File: config.mk
export PLATFORM = sky130hd
export DESIGN_NAME = rtc_calendar
export DESIGN_NICKNAME = d
export VERILOG_FILES = /design/src/rtl/rtc_cal_pkg.sv /design/src/rtl/rtc_cal_ctrl.sv /design/src/rtl/rtc_cal_dp.sv /design/src/rtl/rtc_calendar.sv
export SDC_FILE = /design/constraint.sdc
export NUM_CORES = 1
export LEC_CHECK = 0
export BUFFER_PORTS_ARGS = -buffer_cell sky130_fd_sc_hd__clkbuf_2
export CAP_MARGIN = 0
export CORE_UTILIZATION = 45
export CTS_CLUSTER_DIAMETER = 30
export CTS_CLUSTER_SIZE = 24
export DETAILED_ROUTE_END_ITERATION = 10
export GPL_TIMING_DRIVEN = 0
export PLACE_DENSITY_LB_ADDON = 0.05
export SETUP_SLACK_MARGIN = 0.3
export SLEW_MARGIN = 10
export SYNTH_ARGS = -nofsm -noshare
export SYNTH_HDL_FRONTEND = slang
export SYNTH_SLANG_ARGS = --single-unit
File: constraint.sdc
create_clock -name clk -period 2.9 [get_ports clk]
set_clock_uncertainty 0.15 [all_clocks]
set_input_delay 0 -clock clk [delete_from_list [all_inputs] [get_ports clk]]
set_output_delay 0 -clock clk [all_outputs]
set_load 0.01 [all_outputs]
File: src/rtl/rtc_cal_pkg.sv
package rtc_cal_pkg;
  localparam int SEC_W = 6;
  localparam int MIN_W = 6;
  localparam int HR_W  = 5;
  localparam int DAY_W = 5;
  localparam int MON_W = 4;
  localparam int YR_W  = 6;
  localparam int CAL_W = SEC_W + MIN_W + HR_W + DAY_W + MON_W + YR_W;

  localparam int SEC_LO = 0;
  localparam int MIN_LO = SEC_LO + SEC_W;
  localparam int HR_LO  = MIN_LO + MIN_W;
  localparam int DAY_LO = HR_LO + HR_W;
  localparam int MON_LO = DAY_LO + DAY_W;
  localparam int YR_LO  = MON_LO + MON_W;

  localparam logic [SEC_W-1:0] SEC_LAST = SEC_W'(59);
  localparam logic [MIN_W-1:0] MIN_LAST = MIN_W'(59);
  localparam logic [HR_W-1:0]  HR_LAST  = HR_W'(23);
  localparam logic [MON_W-1:0] MON_LAST = MON_W'(12);
  localparam logic [YR_W-1:0]  YR_LAST  = {YR_W{1'b1}};

  typedef struct packed {
    logic load;
    logic adv;
    logic secCy;
    logic minCy;
    logic hrCy;
    logic dayCy;
    logic monCy;
    logic yrCy;
  } calStrobe_t;
endpackage

File: src/rtl/rtc_cal_ctrl.sv
module rtc_cal_ctrl
  import rtc_cal_pkg::*;
(
  input  logic             calEn,
  input  logic             secTick,
  input  logic             wrEn,
  input  logic [CAL_W-1:0] curVal,
  output calStrobe_t       stb
);
  logic [SEC_W-1:0] secF;
  logic [MIN_W-1:0] minF;
  logic [HR_W-1:0]  hrF;
  logic [DAY_W-1:0] dayF;
  logic [MON_W-1:0] monF;
  logic [YR_W-1:0]  yrF;
  logic [DAY_W-1:0] lastDay;
  logic             leapYr;

  assign secF = curVal[SEC_LO +: SEC_W];
  assign minF = curVal[MIN_LO +: MIN_W];
  assign hrF  = curVal[HR_LO  +: HR_W];
  assign dayF = curVal[DAY_LO +: DAY_W];
  assign monF = curVal[MON_LO +: MON_W];
  assign yrF  = curVal[YR_LO  +: YR_W];

  assign leapYr = (yrF[1:0] == 2'b00);

  always_comb begin
    unique case (monF)
      MON_W'(2):                          lastDay = leapYr ? DAY_W'(29) : DAY_W'(28);
      MON_W'(4), MON_W'(6), MON_W'(9),
      MON_W'(11):                         lastDay = DAY_W'(30);
      default:                            lastDay = DAY_W'(31);
    endcase
  end

  always_comb begin
    stb.load  = wrEn;
    stb.adv   = secTick & calEn & ~wrEn;
    stb.secCy = stb.adv   & (secF == SEC_LAST);
    stb.minCy = stb.secCy & (minF == MIN_LAST);
    stb.hrCy  = stb.minCy & (hrF  == HR_LAST);
    stb.dayCy = stb.hrCy  & (dayF >= lastDay);
    stb.monCy = stb.dayCy & (monF >= MON_LAST);
    stb.yrCy  = stb.monCy & (yrF  == YR_LAST);
  end
endmodule

File: src/rtl/rtc_cal_dp.sv
module rtc_cal_dp
  import rtc_cal_pkg::*;
(
  input  logic             clk,
  input  logic             rstN,
  input  calStrobe_t       stb,
  input  logic [CAL_W-1:0] wrData,
  input  logic             almWrEn,
  input  logic [CAL_W-1:0] almWrData,
  output logic [CAL_W-1:0] curVal,
  output logic [CAL_W-1:0] almVal,
  output logic             wrapPulse
);
  logic [SEC_W-1:0] secR;
  logic [MIN_W-1:0] minR;
  logic [HR_W-1:0]  hrR;
  logic [DAY_W-1:0] dayR;
  logic [MON_W-1:0] monR;
  logic [YR_W-1:0]  yrR;

  always_ff @(posedge clk) begin
    if (!rstN) begin
      secR <= '0;
      minR <= '0;
      hrR  <= '0;
      dayR <= DAY_W'(1);
      monR <= MON_W'(1);
      yrR  <= '0;
    end else if (stb.load) begin
      {yrR, monR, dayR, hrR, minR, secR} <= wrData;
    end else if (stb.adv) begin
      secR <= stb.secCy ? '0 : secR + SEC_W'(1);
      if (stb.secCy) minR <= stb.minCy ? '0 : minR + MIN_W'(1);
      if (stb.minCy) hrR  <= stb.hrCy  ? '0 : hrR + HR_W'(1);
      if (stb.hrCy)  dayR <= stb.dayCy ? DAY_W'(1) : dayR + DAY_W'(1);
      if (stb.dayCy) monR <= stb.monCy ? MON_W'(1) : monR + MON_W'(1);
      if (stb.monCy) yrR  <= yrR + YR_W'(1);
    end
  end

  always_ff @(posedge clk) begin
    if (!rstN) begin
      almVal    <= '0;
      wrapPulse <= 1'b0;
    end else begin
      if (almWrEn) almVal <= almWrData;
      wrapPulse <= stb.yrCy;
    end
  end

  assign curVal = {yrR, monR, dayR, hrR, minR, secR};
endmodule

File: src/rtl/rtc_calendar.sv
module rtc_calendar
  import rtc_cal_pkg::*;
(
  input  logic             clk,
  input  logic             rstN,
  input  logic             calEn,
  input  logic             secTick,
  input  logic             wrEn,
  input  logic [CAL_W-1:0] wrData,
  input  logic             almWrEn,
  input  logic [CAL_W-1:0] almWrData,
  output logic [CAL_W-1:0] calValue,
  output logic [CAL_W-1:0] almValue,
  output logic             alarmHit,
  output logic             yearWrap
);
  calStrobe_t stb;

  rtc_cal_ctrl u_ctrl (
    .calEn   (calEn),
    .secTick (secTick),
    .wrEn    (wrEn),
    .curVal  (calValue),
    .stb     (stb)
  );

  rtc_cal_dp u_dp (
    .clk       (clk),
    .rstN      (rstN),
    .stb       (stb),
    .wrData    (wrData),
    .almWrEn   (almWrEn),
    .almWrData (almWrData),
    .curVal    (calValue),
    .almVal    (almValue),
    .wrapPulse (yearWrap)
  );

  assign alarmHit = (calValue == almValue);
endmodule

Yosys cells after proc, flatten, opt, wreduce, memory -nomap -nowiden

Index checks and enable logic that the tools add are counted.

Register bits: 65
Output and inout bits: 66

$add $sub $neg: 6
$lt $le $gt $ge: 2
Eq/ne operators: 10
Multiplexer cells: 24
Bitwise operators: 9
Reductions and logical operators: 13

Operator list:

| kind                | count |
|---|---|
| $mux 6              | 10 |
| $mux 5              | 8 |
| $eq 32x32->1        | 1 |
| $add 6x1->6 const B | 3 |
| $eq 6x6->1 const B  | 3 |
| $mux 4              | 4 |
| $reduce_bool 2->1   | 6 |
| $add 5x1->5 const B | 2 |
| $pmux 5 s2          | 1 |
| $reduce_and 2->1    | 5 |
| $and 1x1->1         | 8 |
| $eq 4x3->1 const B  | 2 |
| $eq 4x4->1 const B  | 2 |
| $eq 5x5->1 const B  | 1 |
| $ge 5x5->1          | 1 |
| $add 4x1->4 const B | 1 |
| $eq 4x2->1 const B  | 1 |
| $ge 4x4->1 const B  | 1 |
| $reduce_or 4->1     | 1 |
| $logic_not 2->1     | 1 |
| $mux 1              | 1 |
| $not 1->1           | 1 |

Longest topological paths before layout

Depth after elaboration: 11
Mapped depth: 11
Depth with buffers taken out: 11

Modules after synthesis

Synthesis repeated with hierarchy kept, for this count alone.

Cells, all modules: 399
Area, all modules: 3537.1 um2

By module, submodules not included:

| module       | instances | cells each | area an instance (um2) | seq. area each (um2) |
|---|---|---|---|---|
| rtc_cal_dp   | 1         | 325        | 2942.8                 | 1301.2 |
| rtc_calendar | 1         | 43         | 346.6                  | 0.0 |
| rtc_cal_ctrl | 1         | 31         | 247.7                  | 0.0 |

Least setup slack after synthesis

OpenSTA, ideal clock, no wires.

Kind: register -> register
From: register u_dp.yrR[0]
To: register u_dp.yrR[4]
Setup time: 0.074 ns
Arrival time: 2.753 ns
Slack: -0.077 ns
Stages on the path, launching flop included: 12
Path buffers: 0
Clock period less this slack: 2.977 ns
Cell sequence: dfxtp_1 -> inv_1 -> ha_1 -> nand2b_1 -> a21oi_1 -> a31oi_1 -> ha_1 -> nor3b_1 -> or3_1 -> or4_4 -> or4_1 -> a31oi_1

Longest elaborated chain between the ends: 8
Elaborated cells on any way between the ends: 12
Those cells by class: add/sub (1); order compare (1); mux (5); bitwise (2); reduce/logical (3)

Ends and longest elaborated chain:

| what                               | line               | source |
|---|---|---|
| from (decl)                        | rtc_cal_dp.sv:19   | `logic [YR_W-1:0] yrR;` |
| from (signal assigned)             | rtc_cal_dp.sv:30   | `{yrR, monR, dayR, hrR, minR, secR} <= wrData;` |
| from (signal assigned)             | rtc_cal_dp.sv:37   | `if (stb.monCy) yrR <= yrR + YR_W'(1);` |
| $logic_not 2->1                    | rtc_cal_ctrl.sv:26 | `assign leapYr = (yrF[1:0] == 2'b00);` |
| $mux 1                             | rtc_cal_ctrl.sv:30 | `MON_W'(2): lastDay = leapYr ? DAY_W'(29) : DAY_W'(28);` |
| $pmux 5 s2                         | rtc_cal_ctrl.sv:29 | `unique case (monF)` |
| $ge 5x5->1                         | rtc_cal_ctrl.sv:43 | `stb.dayCy = stb.hrCy & (dayF >= lastDay);` |
| $and 1x1->1                        | rtc_cal_ctrl.sv:43 |  |
| $and 1x1->1                        | rtc_cal_ctrl.sv:44 | `stb.monCy = stb.dayCy & (monF >= MON_LAST);` |
| $reduce_bool 2->1 (no source line) | n/a                |  |
| $reduce_and 2->1 (no source line)  | n/a                |  |

Several ways; a longest one is shown, not always the timed one. The select of a mux whose other input is x is not followed.
A chain may end at the register's enable or synchronous reset.

Worst setup path after layout

From: register u_dp.monR[0]
To: register u_dp.yrR[4]

Longest elaborated chain between the ends: 8
Elaborated cells on any way between the ends: 13
Those cells by class: order compare (2); eq/ne (5); mux (1); bitwise (2); reduce/logical (3)

Ends and longest elaborated chain:

| what                                            | line               | source |
|---|---|---|
| from (decl)                                     | rtc_cal_dp.sv:18   | `logic [MON_W-1:0] monR;` |
| from (signal assigned)                          | rtc_cal_dp.sv:30   |  |
| from (signal assigned)                          | rtc_cal_dp.sv:36   | `if (stb.dayCy) monR <= stb.monCy ? MON_W'(1) : monR + MON_W'(1);` |
| $eq 4x3->1 / $eq 4x4->1 (equally long branches) | rtc_cal_ctrl.sv:29 |  |
| $reduce_or 4->1                                 | rtc_cal_ctrl.sv:29 |  |
| $pmux 5 s2                                      | rtc_cal_ctrl.sv:29 |  |
| $ge 5x5->1                                      | rtc_cal_ctrl.sv:43 |  |
| $and 1x1->1                                     | rtc_cal_ctrl.sv:43 |  |
| $and 1x1->1 *                                   | rtc_cal_ctrl.sv:44 |  |
| $reduce_bool 2->1 (no source line) *            | n/a                |  |
| $reduce_and 2->1 (no source line) *             | n/a                |  |

Every way passes the cells marked *; elsewhere a longest branch is shown, timed or not.

==> impl_metrics.ini <==
[timing]
holdWs_ps = 4.46
drv_slew = 0
worst_slew_margin_rel_pct = 48.9
tightest_slew_ps = 759
finalSetupViolations = 1
max_freq_ghz = 0.341
setup_slack_ps = -34.4
hold_viol_final = 0
fin_crit_sh_pct = 101
period_needed_ps = 2930
rsz0062_at_grt = true

[clock_network]
cts.sinks = 65
clock_latency_ps = 340
cts_buffers = 9
htreeDepth = 3
clk_pin_slew_ps = 70
clk_path_buf_depth = 2
tritoncts = yes
root_buffer = clkbuf_8

[yosys]
avgSynthCellArea_um2 = 8.81
seq_area_frac_synth_pct = 35.5
synth-edff-count = 0
syn_area_um2 = 3660
synthCells = 416
synth_top_area_cell = dfxtp_1
synth_warnings = 0
synth_ff_type = dfxtp_1
synth_top_area_share_pct = 35.5
syn-num-nets = 498
ys_ff_latch = 65
async_flop_share_pct = 0
ys_top_cells_by_area = dfxtp_1 (36%), mux2i_1 (9.8%), xor2_1 (7.9%)
synth.distinct_cells = 49

[finish]
syn_to_final_growth_pct = 59.8
antenna_cells_inserted = 0
fill_cells = 589
design_area_um2 = 5850
final_nets = 742
final_core_util_pct = 75.0
stdcell_count = 767
drive_gt1_share_pct = 29.8

[critical_path]
worstPathRequired_ps = 3020
crit_slowest_cell = or4_4
cp_data_arrival_time_ps = 3050
path_buf_inv = 1
critPathMaxFanout = 4
crit_chain = inv_6 -> ha_4 -> nor3b_2 -> ha_2 -> o21ai_0 -> or3_4 -> or4_4 -> or4_4 -> a31oi_1
critical_path.endpoint_type = flip-flop
criticalPathCategory = reg -> reg
crit_family = simple AND/OR/NAND/NOR gates
critical_path.startpoint_type = flip-flop
cpPeakStageDelay_ps = 450
cp_common_cell = or4_4

[placed_design]
place_inst = 651
place_ws_ps = -207
portBuffers = 133
dpl.hpwl_um = 8670
dpl-instance-area_um2 = 4470
gp_congestion = 0.904

[worst_hold_path]
hold_class = in -> reg

[grt]
grt_max_degree = 11
grt_pass1_vias = 4171
gr-usage-all-layers_pct = 31.3
globalRouteOverflowTotal = 0
grt_pass1_wl_um = 20700
grt_antenna_before_repair = 0

[pwr]
power_frac_clock_pct = 33.3
power_switching_mw = 0.682
comb_power_share_pct = 23.1
leakage_nw = 2.72
ir_drop_v = 0.000316
switching_share_pct = 29.0
p_seq_share_pct = 43.6
p_int_mw = 1.67
power_density_nw_per_um2 = 401

[floorplanning]
coreArea_um2 = 7810
die_width_um = 92.2
die_y_um = 92.2
fp-row-count = 32
io_pins = 136
die_area_um2 = 8510
initial_core_util_pct = 46.9

[drt]
drt_iter0_drc = 277
drc_errors = 0
vias_per_cell = 5.48
antenna_left = 0
vias = 4206
firstDrtPassIters = 5
wire_per_inst_um = 17.1
wl_um = 13100

[flow_run]
cap_violations = 0

[outcome]
status = finished with violations
violations = setup timing
[cell usage in the layout (no fill, tap or decap), types with 10 or more instances in the layout]
master	n
clkbuf_2	137
dlygate4sd3_1	89
dfxtp_1	61
mux2i_1	36
nor2b_1	35
xor2_1	33
nand2_1	26
o21ai_0	22
nand3_1	17
clkbuf_1	16
a21oi_1	15
clkbuf_8	12
nor4_1	11
nor2_1	11
buf_4	10
[through the flow]
stage                     total power [mW]  TNS [ps]
after floorplan                       1.26         0
after global placement                1.43      -402
after detailed placement              1.44      -534
after CTS                             2.34      -169
after global routing                  2.46      -187
final                                 2.35     -34.4
[per-layer routing]
layer / wire, um / track usage, % / vias to the layer above
li1: - / - / 2000
met1: 5650 / 39.7 / 1944
met2: 6270 / 52.3 / 231
met3: 916 / 4.81 / 31
met4: 307 / 13.9 / 0
met5: 0 / 0 / -
[timing repair]
item	4_1_cts	5_1_grt
endpoints found under the hold margin	65	0
resized for setup	33	17
hold buffers	89	0
buffers inserted	10	1
endpoints found under the setup margin	20	16
pin swaps	8	8
[power groups by stage]
stage          Sequential, mW  Combinational, mW  Clock (mW)
4_1_cts                  1.02              0.526       0.792
3_5_place_dp             1.05              0.392           0
6_report                 1.02              0.544       0.782
2_1_floorplan            1.05              0.206           0
5_1_grt                  1.03              0.591       0.836
3_3_place_gp             1.04              0.387           0
[final cells by class]
class | instances | area (um2) | share of cell area [%]
clock buffer | 15 | 198 | 3.38
tap | 102 | 128 | 2.18
buffer | 27 | 116 | 1.99
inverter | 9 | 43.8 | 0.748
multi-input combinational | 315 | 2400 | 41.0
sequential | 65 | 1320 | 22.5
timing repair buffer | 233 | 1650 | 28.1
clock inverter | 1 | 5.00 | 0.0855
[Yosys cell counts (all sizes together) (2+ instances only)]
cell type	number
a21boi	7
a21oi	16
a22o	2
a311oi	2
a31oi	9
and2	3
and3	4
and4b	4
buf	9
clkbuf	18
dfxtp	65
ha	12
inv	9
mux2i	36
nand2	26
nand2b	3
nand3	17
nand4	9
nand4b	4
nor2	11
nor2b	35
nor3	9
nor3b	4
nor4	13
nor4b	2
o211a	2
o211ai	2
o21ai	25
o311ai	2
o31a	3
o31ai	4
or3	2
or4	3
xor2	33
[registers in the layout, summed over array words and instances (netlist names)]
register        count
u_dp.almVal        32
u_dp.dayR           5
u_dp.monR           4
u_dp.minR           6
u_dp.secR           6
u_dp.hrR            5
u_dp.yrR            6
u_dp.wrapPulse      1
[path summary, 6_finish.rpt]
path | from | endpoint | slack, ps | cells after the start
setup / recovery | u_dp.monR[0] | u_dp.yrR[4] | -30 | 9
setup reg to reg | u_dp.monR[0] | u_dp.yrR[4] | -30 | 9
hold / removal | almWrEn | u_dp.almVal[23] | 4 | 3
hold reg to reg | u_dp.almVal[14] | u_dp.almVal[14] | 400 | 2
[worst min-delay path: stages]
cell and delay [ps]:
clkbuf_1 190, mux2i_1 170, nor2b_1 100
[kinds of logic (layout without fill, tap and decap cells)]
family | count (synthesis) | after routing | synth area share, %
flip-flops | 65 | 65 | 35.5
AO/OA/AOI/OAI | 83 | 83 | 14.7
adder cells (fa/ha/maj) | 12 | 12 | 4.10
buffers and inverters | 36 | 285 | 3.96
multiplexers | 36 | 36 | 9.84
AND/OR/NAND/NOR | 150 | 150 | 23.8
XOR/XNOR | 34 | 34 | 8.13
Note: power is estimated with default switching activity, not from simulation.
